`src/rtl/regbus_pkg.sv`:
```
package regbus_pkg;
  typedef enum logic [2:0] {
    ST_IDLE,
    ST_SETUP,
    ST_SLOW,
    ST_HOLD,
    ST_RELEASE
  } bus_state_e;
endpackage

```
`src/rtl/regbus_seq.sv`:
```
module regbus_seq
  import regbus_pkg::*;
#(
  parameter int ADDR_W     = 4,
  parameter int SLOW_EXTRA = 3
) (
  input  logic              clk_i,
  input  logic              rst_ni,
  input  logic              cs_ni,
  input  logic [ADDR_W-1:0] addr_i,
  input  logic              rd_wr_i,
  input  logic              slow_i,
  output logic [ADDR_W-1:0] addr_q_o,
  output logic              rd_q_o,
  output logic              start_o,
  output logic              done_o,
  output logic              release_o
);
  localparam int CNT_W = (SLOW_EXTRA > 0) ? $clog2(SLOW_EXTRA + 1) : 1;
  localparam int LOAD  = (SLOW_EXTRA > 0) ? SLOW_EXTRA - 1 : 0;
  localparam bit HAS_SLOW = (SLOW_EXTRA > 0);

  bus_state_e        state_q, state_d;
  logic [CNT_W-1:0]  cnt_q, cnt_d;
  logic [ADDR_W-1:0] addr_q;
  logic              rd_q;

  assign start_o   = (state_q == ST_IDLE) && !cs_ni;
  assign done_o    = ((state_q == ST_SETUP) && !(slow_i && HAS_SLOW)) ||
                     ((state_q == ST_SLOW) && (cnt_q == '0));
  assign release_o = (state_q == ST_RELEASE);
  assign addr_q_o  = addr_q;
  assign rd_q_o    = rd_q;

  always_comb begin
    state_d = state_q;
    cnt_d   = cnt_q;
    unique case (state_q)
      ST_IDLE:    if (!cs_ni) state_d = ST_SETUP;
      ST_SETUP: begin
        if (slow_i && HAS_SLOW) begin
          state_d = ST_SLOW;
          cnt_d   = CNT_W'(LOAD);
        end else begin
          state_d = ST_HOLD;
        end
      end
      ST_SLOW: begin
        if (cnt_q == '0) state_d = ST_HOLD;
        else             cnt_d   = cnt_q - 1'b1;
      end
      ST_HOLD:    if (cs_ni) state_d = ST_RELEASE;
      ST_RELEASE: state_d = ST_IDLE;
      default:    state_d = ST_IDLE;
    endcase
  end

  always_ff @(posedge clk_i or negedge rst_ni) begin
    if (!rst_ni) begin
      state_q <= ST_IDLE;
      cnt_q   <= '0;
      addr_q  <= '0;
      rd_q    <= 1'b0;
    end else begin
      state_q <= state_d;
      cnt_q   <= cnt_d;
      if (start_o) begin
        addr_q <= addr_i;
        rd_q   <= rd_wr_i;
      end
    end
  end
endmodule

```
`src/rtl/regbus_regfile.sv`:
```
module regbus_regfile #(
  parameter int ADDR_W   = 4,
  parameter int DATA_W   = 16,
  parameter int NUM_REGS = 10
) (
  input  logic              clk_i,
  input  logic              rst_ni,
  input  logic              we_i,
  input  logic [ADDR_W-1:0] addr_i,
  input  logic [DATA_W-1:0] wdata_i,
  output logic [DATA_W-1:0] rdata_o
);
  logic [DATA_W-1:0] regs_q [NUM_REGS];

  for (genvar g = 0; g < NUM_REGS; g++) begin : g_reg
    always_ff @(posedge clk_i or negedge rst_ni) begin
      if (!rst_ni)                                 regs_q[g] <= '0;
      else if (we_i && (addr_i == ADDR_W'(g)))     regs_q[g] <= wdata_i;
    end
  end

  // unmapped addresses fall through to zero
  always_comb begin
    rdata_o = '0;
    for (int i = 0; i < NUM_REGS; i++) begin
      if (addr_i == ADDR_W'(i)) rdata_o = regs_q[i];
    end
  end
endmodule

```
`src/rtl/regbus_drv.sv`:
```
module regbus_drv #(
  parameter int DATA_W = 16
) (
  input  logic              clk_i,
  input  logic              rst_ni,
  input  logic              done_i,
  input  logic              rd_i,
  input  logic              release_i,
  input  logic [DATA_W-1:0] rdata_i,
  output logic [DATA_W-1:0] data_o,
  output logic              data_oe_o,
  output logic              rdy_no
);
  always_ff @(posedge clk_i or negedge rst_ni) begin
    if (!rst_ni) begin
      rdy_no    <= 1'b1;
      data_oe_o <= 1'b0;
      data_o    <= '0;
    end else begin
      rdy_no <= !done_i;
      if (done_i && rd_i) begin
        data_oe_o <= 1'b1;
        data_o    <= rdata_i;
      end else if (release_i) begin
        data_oe_o <= 1'b0;
      end
    end
  end
endmodule

```
`src/rtl/regbus_slave.sv`:
```
module regbus_slave #(
  parameter int ADDR_W     = 4,
  parameter int DATA_W     = 16,
  parameter int NUM_REGS   = 10,
  parameter int SLOW_ADDR  = 9,
  parameter int SLOW_EXTRA = 3
) (
  input  logic              clk_i,
  input  logic              rst_ni,
  input  logic              cs_ni,
  input  logic [ADDR_W-1:0] addr_i,
  input  logic              rd_wr_i,
  input  logic              strobe_ni,
  input  logic [DATA_W-1:0] data_i,
  output logic [DATA_W-1:0] data_o,
  output logic              data_oe_o,
  output logic              rdy_no
);
  logic [ADDR_W-1:0] addr_q;
  logic              rd_q, start_w, done_w, release_w, slow_w, we_w;
  logic [DATA_W-1:0] rdata_w;
  logic              unused_strobe;

  assign unused_strobe = strobe_ni;  // asynchronous strobe has no role here
  assign slow_w        = (addr_q == ADDR_W'(SLOW_ADDR));
  assign we_w          = done_w && !rd_q;

  regbus_seq #(.ADDR_W(ADDR_W), .SLOW_EXTRA(SLOW_EXTRA)) u_seq (
    .clk_i, .rst_ni, .cs_ni, .addr_i, .rd_wr_i,
    .slow_i   (slow_w),
    .addr_q_o (addr_q),
    .rd_q_o   (rd_q),
    .start_o  (start_w),
    .done_o   (done_w),
    .release_o(release_w)
  );

  regbus_regfile #(.ADDR_W(ADDR_W), .DATA_W(DATA_W), .NUM_REGS(NUM_REGS)) u_rf (
    .clk_i, .rst_ni,
    .we_i   (we_w),
    .addr_i (addr_q),
    .wdata_i(data_i),
    .rdata_o(rdata_w)
  );

  regbus_drv #(.DATA_W(DATA_W)) u_drv (
    .clk_i, .rst_ni,
    .done_i   (done_w),
    .rd_i     (rd_q),
    .release_i(release_w),
    .rdata_i  (rdata_w),
    .data_o, .data_oe_o, .rdy_no
  );
endmodule

```
`config.mk`:
```
export PLATFORM = sky130hd
export DESIGN_NAME = regbus_slave
export DESIGN_NICKNAME = d
export VERILOG_FILES = /design/src/rtl/regbus_pkg.sv /design/src/rtl/regbus_seq.sv /design/src/rtl/regbus_regfile.sv /design/src/rtl/regbus_drv.sv /design/src/rtl/regbus_slave.sv
export SDC_FILE = /design/constraint.sdc
export NUM_CORES = 1
export LEC_CHECK = 0
export CAP_MARGIN = 20
export CORE_MARGIN = 4
export CORE_UTILIZATION = 60
export DETAILED_ROUTE_END_ITERATION = 16
export PLACE_DENSITY = 0.79
export SYNTH_ARGS = -nofsm -noshare
export SYNTH_HDL_FRONTEND = slang
export SYNTH_SLANG_ARGS = --single-unit
```
`constraint.sdc`:
```
create_clock -name clk_i -period 3.4 [get_ports clk_i]
set_input_delay 0.68 -clock clk_i [delete_from_list [all_inputs] [get_ports clk_i]]
set_output_delay 0.68 -clock clk_i [all_outputs]
set_load 0.005 [all_outputs]
```
* Word-level counts from Yosys, hierarchy flattened
Index checks and enable logic that the tools add are counted.
Word-level totals: bits of input ports 25, bits in registers 188, logic and storage cells 83
Cells by class: reduce and logical (&&, ||, !) cells 27, equality and inequality tests 18, $add $sub $neg 1, muxes and demuxes 20
Operator list (number):
- $mux W16 | 10
- $eq A4 B3 Y1 const B | 4
- $logic_and A1 B1 Y1 | 15
- $pmux W3 S4 | 1
- $ne A2 B2 Y1 const B | 5
- $mux W3 | 3
- $eq A4 B2 Y1 const B | 2
- $eq A4 B4 Y1 const B | 2
- $eq A3 B2 Y1 const B | 2
- $reduce_and A3 Y1 | 2
- $eq A4 B1 Y1 const B | 1
- $logic_not A1 Y1 | 4
- $logic_not A4 Y1 | 1
- $mux W2 | 2
- $pmux W2 S2 | 1
- $reduce_bool A2 Y1 | 2
- $eq A3 B1 Y1 const B | 1
- $eq A3 B3 Y1 const B | 1
- $logic_not A3 Y1 | 1
- $mux W1 | 3
- $logic_not A2 Y1 | 1
- $sub A2 B1 Y2 const B | 1
- $logic_or A1 B1 Y1 | 1

* Longest topological paths before layout
word-level depth 11, depth in mapped cells 9

* Modules after synthesis
Synthesis repeated with hierarchy kept, for this count alone.
Second synthesis, totals: cells, all modules 679, area, all modules 8928.6 um2
Modules (own cells, without submodules):
- regbus_regfile | instances 1, area each 7696.1 um2, cells an instance 594, sequential area each 4003.8 um2
- regbus_drv | instances 1, area each 700.7 um2, cells an instance 39, sequential area each 451.7 um2
- regbus_seq | instances 1, area each 513.0 um2, cells an instance 44, sequential area each 250.2 um2
- regbus_slave | instances 1, area each 18.8 um2, cells an instance 2, sequential area each 0.0 um2

* Worst setup path before layout
No wires, ideal clock.
kind reg-to-reg, start register u_seq.cnt_q[0], end register u_rf.regs_q[10] (netlist name), path slack 1.456 ns, required time 3.275 ns, arrival 1.819 ns, cell stages (with the launch flop) 9, period minus slack after synthesis 1.944 ns, path through dfrtp_1 > inv_1 > ha_1 > nand2_1 > nor4_2 > nor2b_1 > buf_2 > buf_4 > mux2_2
Between the ends: word-level cells in the longest chain between the ends 5
RTL lines:
- from (decl) | line regbus_seq.sv:24 | logic [CNT_W-1:0] cnt_q, cnt_d;
- from (signal assigned) | line regbus_seq.sv:66 | cnt_q <= cnt_d;
- $logic_not A2 Y1 | line regbus_seq.sv:30 | ((state_q == ST_SLOW) && (cnt_q == '0));
- $logic_and A1 B1 Y1 | line regbus_seq.sv:30
- $logic_or A1 B1 Y1 | line regbus_seq.sv:29 | assign done_o = ((state_q == ST_SETUP) && !(slow_i && HAS_SLOW)) ||
- $logic_and A1 B1 Y1 | line regbus_slave.sv:26 | assign we_w = done_w && !rd_q;
- $logic_and A1 B1 Y1 | line regbus_regfile.sv:18 | else if (we_i && (addr_i == ADDR_W'(g))) regs_q[g] <= wdata_i;
- to (signal, indexed assignment) | line regbus_regfile.sv:18
- to (decl) | line regbus_regfile.sv:13 | logic [DATA_W-1:0] regs_q [NUM_REGS];
Every way passes these cells. A chain may end at the register's enable or synchronous reset.

* Worst setup path in the final report
start register u_seq.addr_q[2], in the netlist u_seq.addr_q_o[2], end register u_rf.regs_q[103] (netlist name)
Between the ends: word-level cells in the longest chain between the ends 6, elaborated cells on any way between the ends 7
RTL lines:
- from (decl) | line regbus_seq.sv:25 | logic [ADDR_W-1:0] addr_q;
- from (signal assigned) | line regbus_seq.sv:68 | addr_q <= addr_i;
- $eq A4 B4 Y1 | line regbus_slave.sv:25 | assign slow_w = (addr_q == ADDR_W'(SLOW_ADDR));
- $logic_not A1 Y1 | line regbus_seq.sv:29
- $logic_and A1 B1 Y1 | line regbus_seq.sv:29
- $logic_or A1 B1 Y1 | line regbus_seq.sv:29
- $logic_and A1 B1 Y1 | line regbus_slave.sv:26
- $logic_and A1 B1 Y1 (*) | line regbus_regfile.sv:18
Every way passes the cells marked *; elsewhere a longest branch is shown, timed or not.

==> out/results.md <==
| Result | Value | Unit |
|---|---|---|
| CTS Root Cell | sky130_fd_sc_hd__clkbuf_16 | - |
| Quantity of I/O buffers inserted on ports | 41 | - |
| Final Net Count | 795 | - |
| Slew Limit Headroom | 0.471 | - |
| Crit end category | flip-flop | - |
| Number of buffers added for setup after CTS | 0 | - |
| Warnings, synthesis | 0 | - |
| DR WL/cell | 20.9 | um |
| CTS Sinks | 188 | - |
| Clock tree from TritonCTS | built | - |
| Violation count after the first detailed-route iteration | 601 | - |
| Setup repair after global routing missed its margin | no | - |
| Reg2Reg Setup Slack | 0.73 | ns |
| Final period util | 0.785 | - |
| Hold/Removal Path Class | input port to async pin | - |
| Number of buffers inserted during clock tree synthesis | 17 | - |
| Overall overflow remaining after global route | 0 | - |
| Worst clock skew | 0.0103 | ns |
| Largest net degree at the start of global routing | 66 | - |
| Post-route minimum period | 2.67 | ns |
| Critical path origin | u_seq.addr_q_o[2] | - |
| Number of vias in the routed layout | 6161 | - |
| Core region area | 0.0151 | mm^2 |
| Total negative slack for setup checks | 0 | ns |
| Final number of setup-violating endpoints | 0 | - |
| Buffers from clock root to sink, at most | 2 | - |
| Power density over the cells | 959 | mW/mm^2 |
| Detailed placer's ending HPWL | 13.6 | mm |
| Post-cts repair resize count | 0 | - |
| Pins Over Slew Limit | 0 | - |
| Required time of the critical path | 3.72 | ns |
| Hold Violations, Final | 0 | - |
| Standby leakage power | 4.44 | nW |
| Initial core utilization | 0.610 | - |
| Hold buffers post-CTS | 0 | - |
| Top Ports | 43 | - |
| Final ANT Viol Nets | 0 | - |
| Worst r2r dst | u_rf.regs_q[103] | - |
| Initial antenna violation count | 0 | - |
| Flip-flop and latch count after synthesis | 188 | - |
| Post-route DRC violation count | 0 | - |
| Maximum clock frequency | 375 | MHz |
| Maximum VDD drop | 389 | uV |
| First-pass GRT wire length | 33.3 | mm |
| # Max-Cap Violations | 0 | - |
| Pre-Repair DR Iteration Count | 5 | - |
| Chip Width | 132 | um |
| H-tree Lvls | 4 | - |
| Core Rows | 45 | - |
| Final weighted congestion of routability-driven global placement | 0.831 | - |
| Number of vias per cell after detailed routing | 6.35 | - |
| Number of nets produced by synthesis | 785 | - |
| Startpoint types | flip-flop | - |
| Area delta synth->final | 11.4 | % |
| Clock-pin transition on the worst setup and hold timing paths | 0.07 | ns |
| Number of global-route vias before repair | 6277 | - |
| Reg-to-reg critical path startpoint | u_seq.addr_q_o[2] | - |
| Area of the die | 0.0174 | mm^2 |
| Syn Inst Count | 759 | - |
| Share of layout cells above drive strength 1 | 0.298 | - |
| FILL cells | 1031 | - |
| Status | finished, final reports clean | - |
| Last element of the critical path | u_rf.regs_q[103] | - |
| Actual transition at the worst max-transition pin | 0.791 | ns |
| Average cell area after synthesis | 12.1 | um^2 |
| Combined area of all synthesized cells | 0.00920 | mm^2 |
| Source-to-sink clock delay at the later pin of the worst-skew pair | 0.44 | ns |
| Seq/Total Area, Yosys | 0.511 | - |
| GR Util All Layers | 0.240 | - |
| Maximum fanout along the worst path | 21 | - |
| Die Height | 132 | um |
| Final worst hold slack | 0.238 | ns |
| Endpoint arrival time on the critical path | 2.98 | ns |
| Count of cell types in the netlist | 47 | - |
| Cell depth of the worst flop-to-flop path | 4 | - |
| Number of inserted diodes | 0 | - |
| Total wirelength of the detailed-routed design | 20.3 | mm |
| Critical Setup Path Class | flip-flop to flip-flop | - |
==> how the worst min path moves through the flow <==
stage                                   to  slack [ns]  cells after the start
after global placement    u_rf.regs_q[159]        0.47                      1
final                      u_drv.data_o[3]        0.24                      1
after global routing       u_drv.data_o[3]        0.29                      1
after detailed placement   u_rf.regs_q[60]        0.49                      1
after CTS                  u_drv.data_o[3]        0.26                      1
after floorplan            u_drv.data_o[0]        0.38                      0
==> sequential cells by signal, indices dropped and copies added (netlist names) <==
name	cells
u_seq.state_q	3
u_drv.rdy_no	1
u_drv.data_oe_o	1
u_seq.rd_q_o	1
u_seq.cnt_q	2
u_seq.addr_q_o	4
u_drv.data_o	16
u_rf.regs_q	160
==> area by class of cell <==
cell class	count	area, um^2	share of cell area
sequential	188	4710	0.459
multi-input combinational	480	4040	0.394
timing repair buffer	63	602	0.0587
clock buffer	20	447	0.0436
tap	188	235	0.0229
clock inverter	12	146	0.0143
inverter	19	71.3	0.00696
==> stage by stage <==
step,setup slack (ns),area [um^2],power [W],utilization,std cells
6_report,0.732,10200,0.00983,0.679,970
5_1_grt,0.558,10200,0.0104,0.679,970
4_1_cts,0.734,10200,0.00983,0.679,970
3_5_place_dp,0.752,9660,0.00779,0.640,938
3_3_place_gp,0.803,9660,0.00755,0.640,938
2_1_floorplan,1.46,9200,0.00670,-,759
==> power breakdown <==
group          leakage [nW]  total [W]  internal, W  switching [W]
Clock                 0.286    0.00200      0.00117       0.000835
Combinational          1.89    0.00378      0.00196        0.00181
Sequential             2.26    0.00404      0.00332       0.000724
Total                  4.44    0.00983      0.00645        0.00337
==> synth_stat cells (all sizes together) <==
cell,number,area (um^2)
ha,1,12.5
nor2,46,173
nor2b,36,225
o22a,10,87.6
a2111oi,5,43.8
nand2,14,97.6
and2,3,18.8
o31ai,1,7.51
clkbuf,24,90.1
nor4,2,18.8
a22oi,11,82.6
o21a,23,173
a221o,11,110
or2,1,6.26
a31oi,5,31.3
o211a,1,10.0
o32ai,1,8.76
nand2b,9,63.8
a211oi,24,185
o22ai,23,144
dfstp,1,26.3
nor3,7,35.0
a221oi,11,96.3
mux2i,5,50.1
mux2,165,1970
nand3,4,45.0
a21oi,20,100
buf,48,294
inv,19,71.3
nand4bb,1,11.3
nor3b,4,35.0
or3b,1,8.76
nand3b,1,20.0
dfrtp,187,4680
o21ai,34,170
==> placed cells by master (no fill, tap or decap), types with 2 or more instances in the layout <==
cell type and count:
sky130_fd_sc_hd__mux2_2 134, sky130_fd_sc_hd__nor2_1 46, sky130_fd_sc_hd__clkbuf_16 17, sky130_fd_sc_hd__clkinv_2 5, sky130_fd_sc_hd__a22oi_1 11, sky130_fd_sc_hd__o21ai_0 33, sky130_fd_sc_hd__clkinvlp_4 3, sky130_fd_sc_hd__a211oi_1 23
sky130_fd_sc_hd__o21a_1 23, sky130_fd_sc_hd__nand3_4 2, sky130_fd_sc_hd__a31oi_1 5, sky130_fd_sc_hd__nor2b_1 36, sky130_fd_sc_hd__nor3_1 7, sky130_fd_sc_hd__clkbuf_1 2, sky130_fd_sc_hd__bufinv_16 3, sky130_fd_sc_hd__dfrtp_1 186
sky130_fd_sc_hd__mux2i_1 5, sky130_fd_sc_hd__a221oi_1 11, sky130_fd_sc_hd__nand3_1 2, sky130_fd_sc_hd__o22ai_1 23, sky130_fd_sc_hd__a221o_1 11, sky130_fd_sc_hd__buf_4 20, sky130_fd_sc_hd__nor3b_1 3, sky130_fd_sc_hd__and2_1 3
sky130_fd_sc_hd__a2111oi_0 5, sky130_fd_sc_hd__mux2_4 30, sky130_fd_sc_hd__inv_1 19, sky130_fd_sc_hd__nand2b_1 8, sky130_fd_sc_hd__nand2_4 6, sky130_fd_sc_hd__o22a_1 10, sky130_fd_sc_hd__buf_12 2, sky130_fd_sc_hd__nand2_1 8
sky130_fd_sc_hd__a21oi_1 20, sky130_fd_sc_hd__clkdlybuf4s50_1 40
==> routing by layer <==
layer	vias up	share of wire	global-route usage
met5	-	0	0
met4	0	0.014	0.0712
met3	29	0.044	0.0515
met2	178	0.49	0.385
met1	3192	0.45	0.334
li1	2762	-	-
==> worst max-delay path, stage by stage, from the launching register on <==
cell                      delay [ns]
sky130_fd_sc_hd__dfrtp_1        0.62
sky130_fd_sc_hd__nor2_1         0.72
sky130_fd_sc_hd__and2_1         0.46
sky130_fd_sc_hd__nand3_4        0.33
sky130_fd_sc_hd__mux2_4         0.40
==> logic make-up (layout without fill, tap and decap cells) <==
kind of cell	after synthesis	count (layout)	synth area share
AOI/OAI and AO/OA	180	180	0.136
adders and majority gates	1	1	0.00136
buffers and inverters	91	114	0.0495
DFF	188	188	0.511
muxes	170	170	0.220
and+or+nand+nor	129	129	0.0824
Note: power is estimated with default switching activity, not from simulation.
